**src/rtl/irq_unit_pkg.sv**
```systemverilog
package irq_unit_pkg;
  localparam int unsigned IRQ_W = 32;
  typedef logic [IRQ_W-1:0] irq_word_t;

  // Decoded request for one cycle: masks to clear and set, and event flags
  typedef struct packed {
    logic      raise_evt;
    logic      lower_evt;
    irq_word_t set_mask;
    irq_word_t clr_mask;
  } irq_req_t;
endpackage

```
**src/rtl/irq_req_decode.sv**
```systemverilog
module irq_req_decode
  import irq_unit_pkg::*;
#(
  parameter int unsigned ADDR_W      = 8,
  parameter logic [ADDR_W-1:0] OFS_RAISE = 8'h60,
  parameter logic [ADDR_W-1:0] OFS_CLEAR = 8'h64,
  parameter int unsigned COMPUTE_BIT = 0,
  parameter int unsigned DMA_BIT     = 8
) (
  input  logic              wr_en,
  input  logic [ADDR_W-1:0] wr_addr,
  input  irq_word_t         wr_data,
  input  logic              compute_done,
  input  logic              dma_done,
  output irq_req_t          req
);
  logic      sw_raise;
  logic      sw_clear;
  irq_word_t src_mask;

  assign sw_raise = wr_en && (wr_addr == OFS_RAISE);
  assign sw_clear = wr_en && (wr_addr == OFS_CLEAR);

  // Each bit position may be posted by one of the internal sources
  for (genvar g = 0; g < IRQ_W; g++) begin : g_src
    if (g == COMPUTE_BIT && g == DMA_BIT) begin : g_both
      assign src_mask[g] = compute_done | dma_done;
    end else if (g == COMPUTE_BIT) begin : g_cmp
      assign src_mask[g] = compute_done;
    end else if (g == DMA_BIT) begin : g_dma
      assign src_mask[g] = dma_done;
    end else begin : g_none
      assign src_mask[g] = 1'b0;
    end
  end

  always_comb begin
    req.raise_evt = sw_raise | compute_done | dma_done;
    req.lower_evt = sw_clear;
    req.set_mask  = (sw_raise ? wr_data : '0) | src_mask;
    req.clr_mask  = sw_clear ? wr_data : '0;
  end
endmodule

```
**src/rtl/irq_status_word.sv**
```systemverilog
module irq_status_word
  import irq_unit_pkg::*;
(
  input  logic      clk,
  input  logic      rst_n,
  input  irq_req_t  req,
  output irq_word_t status_q,
  output irq_word_t cleared_w,
  output irq_word_t status_d
);
  logic upd_en;

  // Clear applies first, then the set mask is merged in
  always_comb begin
    cleared_w = status_q & ~req.clr_mask;
    status_d  = cleared_w | req.set_mask;
    upd_en    = req.raise_evt | req.lower_evt;
  end

  always_ff @(posedge clk or negedge rst_n) begin
    if (!rst_n) begin
      status_q <= '0;
    end else if (upd_en) begin
      status_q <= status_d;
    end
  end

  AST_SET_APPLIED: assert property (@(posedge clk) disable iff (!rst_n)
    req.raise_evt |=> ((status_q & $past(req.set_mask)) == $past(req.set_mask)));

  AST_CLEAR_APPLIED: assert property (@(posedge clk) disable iff (!rst_n)
    req.lower_evt |=> ((status_q & $past(req.clr_mask & ~req.set_mask)) == '0));
endmodule

```
**src/rtl/irq_signal_ctrl.sv**
```systemverilog
module irq_signal_ctrl
  import irq_unit_pkg::*;
(
  input  logic      clk,
  input  logic      rst_n,
  input  irq_req_t  req,
  input  logic      msi_en,
  input  irq_word_t status_q,
  input  irq_word_t cleared_w,
  input  irq_word_t status_d,
  output logic      irq_line,
  output logic      msi_pulse
);
  logic line_d;
  logic pulse_d;
  logic line_en;

  // Lower is handled before the raise of the same cycle
  always_comb begin
    line_d  = irq_line;
    pulse_d = 1'b0;
    if (req.lower_evt && !msi_en && (cleared_w == '0)) begin
      line_d = 1'b0;
    end
    if (req.raise_evt && (status_d != '0)) begin
      if (msi_en) begin
        pulse_d = 1'b1;
      end else begin
        line_d = 1'b1;
      end
    end
    line_en = req.raise_evt | req.lower_evt;
  end

  always_ff @(posedge clk or negedge rst_n) begin
    if (!rst_n) begin
      irq_line <= 1'b0;
    end else if (line_en) begin
      irq_line <= line_d;
    end
  end

  always_ff @(posedge clk or negedge rst_n) begin
    if (!rst_n) begin
      msi_pulse <= 1'b0;
    end else begin
      msi_pulse <= pulse_d;
    end
  end

  AST_PULSE_NEEDS_MSI: assert property (@(posedge clk) disable iff (!rst_n)
    msi_pulse |-> $past(msi_en && req.raise_evt));

  AST_PULSE_NONZERO: assert property (@(posedge clk) disable iff (!rst_n)
    msi_pulse |-> (status_q != '0));

  AST_LINE_RISE_LEGACY: assert property (@(posedge clk) disable iff (!rst_n)
    $rose(irq_line) |-> $past(!msi_en && req.raise_evt));

  AST_LINE_FALL_EMPTY: assert property (@(posedge clk) disable iff (!rst_n)
    $fell(irq_line) |-> ((status_q == '0) && $past(!msi_en && req.lower_evt)));
endmodule

```
**src/rtl/irq_status_unit.sv**
```systemverilog
module irq_status_unit
  import irq_unit_pkg::*;
#(
  parameter int unsigned ADDR_W       = 8,
  parameter logic [ADDR_W-1:0] OFS_STATUS = 8'h24,
  parameter logic [ADDR_W-1:0] OFS_RAISE  = 8'h60,
  parameter logic [ADDR_W-1:0] OFS_CLEAR  = 8'h64,
  parameter int unsigned COMPUTE_BIT  = 0,
  parameter int unsigned DMA_BIT      = 8,
  parameter int unsigned RST_STAGES   = 2
) (
  input  logic              clk,
  input  logic              rst_n,
  input  logic              wr_en,
  input  logic [ADDR_W-1:0] wr_addr,
  input  logic [IRQ_W-1:0]  wr_data,
  input  logic [ADDR_W-1:0] rd_addr,
  output logic [IRQ_W-1:0]  rd_data,
  input  logic              compute_done,
  input  logic              dma_done,
  input  logic              msi_en,
  output logic              irq_line,
  output logic              msi_pulse
);
  logic [RST_STAGES-1:0] rst_pipe;
  logic                  rst_sync_n;
  irq_req_t              req;
  irq_word_t             status_q;
  irq_word_t             cleared_w;
  irq_word_t             status_d;

  // Asynchronous assertion, synchronous release
  always_ff @(posedge clk or negedge rst_n) begin
    if (!rst_n) begin
      rst_pipe <= '0;
    end else begin
      rst_pipe <= {rst_pipe[RST_STAGES-2:0], 1'b1};
    end
  end
  assign rst_sync_n = rst_pipe[RST_STAGES-1];

  irq_req_decode #(
    .ADDR_W(ADDR_W), .OFS_RAISE(OFS_RAISE), .OFS_CLEAR(OFS_CLEAR),
    .COMPUTE_BIT(COMPUTE_BIT), .DMA_BIT(DMA_BIT)
  ) u_decode (
    .wr_en(wr_en), .wr_addr(wr_addr), .wr_data(wr_data),
    .compute_done(compute_done), .dma_done(dma_done), .req(req)
  );

  irq_status_word u_word (
    .clk(clk), .rst_n(rst_sync_n), .req(req),
    .status_q(status_q), .cleared_w(cleared_w), .status_d(status_d)
  );

  irq_signal_ctrl u_sig (
    .clk(clk), .rst_n(rst_sync_n), .req(req), .msi_en(msi_en),
    .status_q(status_q), .cleared_w(cleared_w), .status_d(status_d),
    .irq_line(irq_line), .msi_pulse(msi_pulse)
  );

  assign rd_data = (rd_addr == OFS_STATUS) ? status_q : '0;

  AST_RESET_QUIET: assert property (@(posedge clk) disable iff (!rst_n)
    !rst_sync_n |-> (!irq_line && !msi_pulse && status_q == '0));
endmodule

```
**config.mk**
```make
export PLATFORM = sky130hd
export DESIGN_NAME = irq_status_unit
export DESIGN_NICKNAME = d
export VERILOG_FILES = /design/src/rtl/irq_unit_pkg.sv /design/src/rtl/irq_req_decode.sv /design/src/rtl/irq_status_word.sv /design/src/rtl/irq_signal_ctrl.sv /design/src/rtl/irq_status_unit.sv
export SDC_FILE = /design/constraint.sdc
export NUM_CORES = 1
export LEC_CHECK = 0
export ABC_AREA = 0
export BUFFER_PORTS_ARGS = -buffer_cell sky130_fd_sc_hd__buf_2
export CAP_MARGIN = 20
export CORE_MARGIN = 8
export CORE_UTILIZATION = 53
export DETAILED_ROUTE_END_ITERATION = 8
export PLACE_DENSITY = 0.85
export SLEW_MARGIN = 5
export SYNTH_ARGS = -nofsm -noshare
export SYNTH_HDL_FRONTEND = slang
export SYNTH_SLANG_ARGS = --single-unit
```
**constraint.sdc**
```tcl
create_clock -name clk -period 2.6 [get_ports clk]
set_input_delay 0.52 -clock clk [delete_from_list [all_inputs] [get_ports clk]]
set_output_delay 0.52 -clock clk [all_outputs]
set_load 0.02 [all_outputs]
```
==> flow_metrics.tcl <==
set metrics [dict create \
    grt-ovfl-total 0 \
    async_reset_ff_frac 1.000 \
    yosys.area_share.adder 0 \
    synthCells 296 \
    chipHeight_um 82.78 \
    hold_class "reg -> async" \
    maxCapViolCount 0 \
    critPathKind "in -> reg" \
    finClkSkew_ns 0.005097 \
    violations "setup timing" \
    n_antenna_cell 0 \
    synth-warning-count 0 \
    reg2reg_depth 7 \
    worst_ep_required_time_ns 2.76 \
    drt-met1-wl_um 3256 \
    drt_iter0_drc 202 \
    synth-compound-area-share 0.2070 \
    path_buf_inv 1 \
    vias_per_cell 5.946 \
    leakage_nw 1.580 \
    port_buffers 87 \
    cp_top_family "simple AND/OR/NAND/NOR gates" \
    p_per_area_nw_per_um2 401.0 \
    r2r-start "u_word.status_q[24]" \
    cts_tree "yes" \
    hold_ws_ns 0.2745 \
    insertion_delay_ns 0.30 \
    placed_cell_area_um2 3015 \
    cts_sinks 36 \
    grt_max_degree 35 \
    p_total_mw 1.273 \
    status "finished with violations" \
    period_share 1.022 \
    synth_area_leaders "dfrtp_1 (38%), nand2_1 (9.4%), and2_1 (8.5%)" \
    highest_layer "met4" \
    vdd.ir_drop.worst_mv 0.3539 \
    syn_to_final_growth_pct 34.36 \
    vias 2729 \
    ff2ff_setup_slack_ns 0.34 \
    end_kind "flip-flop" \
    ys_ff_latch 36 \
    finalCriticalPeriod_ns 2.657 \
    ios 88 \
    yosysSeqAreaShare 0.3812 \
    cts-htree-levels 2 \
    setup_viol 1 \
    synthSimpleGateAreaFrac 0.3245 \
    root_buffer "clkbuf_8" \
    post_drt_wl_per_cell_um 18.23 \
    hold_violations 0 \
    ys.flop_type "dfrtp_1" \
    postLayoutCoreUtil 0.7344 \
    r2r-end "u_sig.irq_line" \
    dieArea_um2 6853 \
    worstPathArrival_ns 2.82 \
    dr.pass1.iters 4 \
    dp.final_hpwl_um 6058 \
    routed-wl-met2_um 3847 \
    design_area_um2 3176 \
    num_rows 24 \
    synthXorXnorAreaFrac 0 \
    clockBufferDepth 2 \
    dp.cells 448 \
    drive_gt1_frac 0.3292 \
    globalplace.congestion 0.9382 \
    clkTransAtPathRegs_ns 0.07 \
    worstSetupPathDepth 8 \
    grt_use_total 0.2402 \
    avgSynthCellArea_um2 7.985 \
    startpoint "wr_addr[0]" \
    grt_setup_unrepaired "yes" \
    synth.largest_area_cell "dfrtp_1" \
    synth_nets 350 \
    startpoint_type "primary input" \
    netlist.area_leader.share 0.3812 \
    finalNonFillerCells 459 \
    syn-cell-area_um2 2364 \
    fin_nets 460 \
    final.setup.worst_slack_ns -0.05726 \
    grt_first_pass_wirelength_um 12650 \
    cp_slowest_stage_delay_ns 0.57 \
    start_util 0.5466 \
    antenna_left 0 \
    drt-total-wl_um 8369 \
    cts_buffers 5 \
    synth_top_family_by_area "simple AND/OR/NAND/NOR gates" \
    die_x_um 82.78 \
    setup.worst_path.end "u_sig.irq_line" \
    crit_chain "buf_6 -> or4b_4 -> nor3_4 -> a21boi_1 -> or4_4 -> nor4_4 -> and3_1 -> o221ai_2" \
    path_max_fanout 6 \
    synth_cell_types 50 \
    synthTopCellsByCount "nand2_1 (59), dfrtp_1 (36), and2_1 (32)" \
    grt_pass1_vias 2626 \
    met3_length_um 881 \
    max_freq_ghz 0.3763 \
    synth_enable_flop_cells 0 \
    antenna_found_initial 0 \
    drc 0 \
    synthMostInstantiatedCell "nand2_1" \
    synthMuxAreaShare 0.03123 \
    maxSlewViolCount 0 \
    core_area_um2 4324 \
    crit_slowest_cell "or4b_4" \
]
[kinds of logic (layout without fill, tap and decap cells)]
| family | Yosys count | in the layout |
|---|---|---|
| AO/OA/AOI/OAI | 71 | 71 |
| other | 1 | 1 |
| flip-flops | 36 | 36 |
| AND/OR/NAND/NOR | 148 | 148 |
| multiplexers | 7 | 7 |
| buffers and inverters | 33 | 144 |
[what timing repair did]
| item | in CTS | in global routing |
|---|---|---|
| endpoints found under the setup margin | 1 | 2 |
| setup buffers | 1 | 1 |
| gates cloned | 0 | 0 |
| pin swaps | 6 | 1 |
| endpoints found under the hold margin | 2 | 0 |
| gates resized for setup | 4 | 5 |
| hold buffers | 1 | 0 |
[metal layers]
layer | up-vias | GRT usage
met4 | 0 | 0.09655
met3 | 37 | 0.06466
met1 | 1240 | 0.2980
li1 | 1263 | -
met2 | 189 | 0.3869
met5 | - | 0
[sequential cells by signal (all words and copies together) (netlist names)]
signal,count
rst_pipe,2
u_sig.msi_pulse,1
u_word.status_q,32
u_sig.irq_line,1
[cell type report]
type	count	area (um2)
Inverter	20	75.07
Sequential cell	36	900.9
Multi-Input combinational cell	227	1373
Fill cell	333	1149
Clock buffer	8	90.09
Tap cell	52	65.06
Timing Repair Buffer	116	671.9
[where the power goes]
group	total [mW]	internal, mW	leakage, nW	switching, mW
Sequential	0.611	0.585	0.466	0.0265
Combinational	0.237	0.110	1.07	0.127
Clock	0.425	0.216	0.0455	0.209
[per-stage QoR]
| stage | setup TNS (ns) | worst slack (ns) |
|---|---|---|
| final | -0.05726 | -0.05726 |
| after global routing | -0.1746 | -0.1474 |
| after CTS | 0 | 0.0008038 |
| after detailed placement | -0.5812 | -0.3534 |
| after global placement | -0.3687 | -0.2276 |
| after floorplan | -0.3477 | -0.2174 |
[cell usage in the layout (no fill, tap or decap), types with 8 or more instances in the layout]
cell type,synthesis,routed
nor3_1,10,10
and2_1,32,32
o22ai_1,9,9
o21ai_0,22,22
buf_4,1,27
nand3_1,10,10
nand2_1,59,59
dfrtp_1,36,36
nor2_1,11,11
inv_1,19,19
buf_2,1,85
a22oi_1,8,8
[worst min path at each step]
stage                startpoint                   to  slack (ns)  depth (start not counted)
global placement    rst_pipe[1]   u_word.status_q[5]        0.28                          1
floorplan                 rst_n          rst_pipe[0]        0.22                          0
finish              rst_pipe[1]   u_word.status_q[9]        0.27                          1
detailed placement  rst_pipe[1]   u_word.status_q[6]        0.29                          1
global route        rst_pipe[1]   u_word.status_q[2]        0.33                          1
CTS                 rst_pipe[1]  u_word.status_q[11]        0.29                          1
No activity file was read; power rests on OpenSTA's default activity.
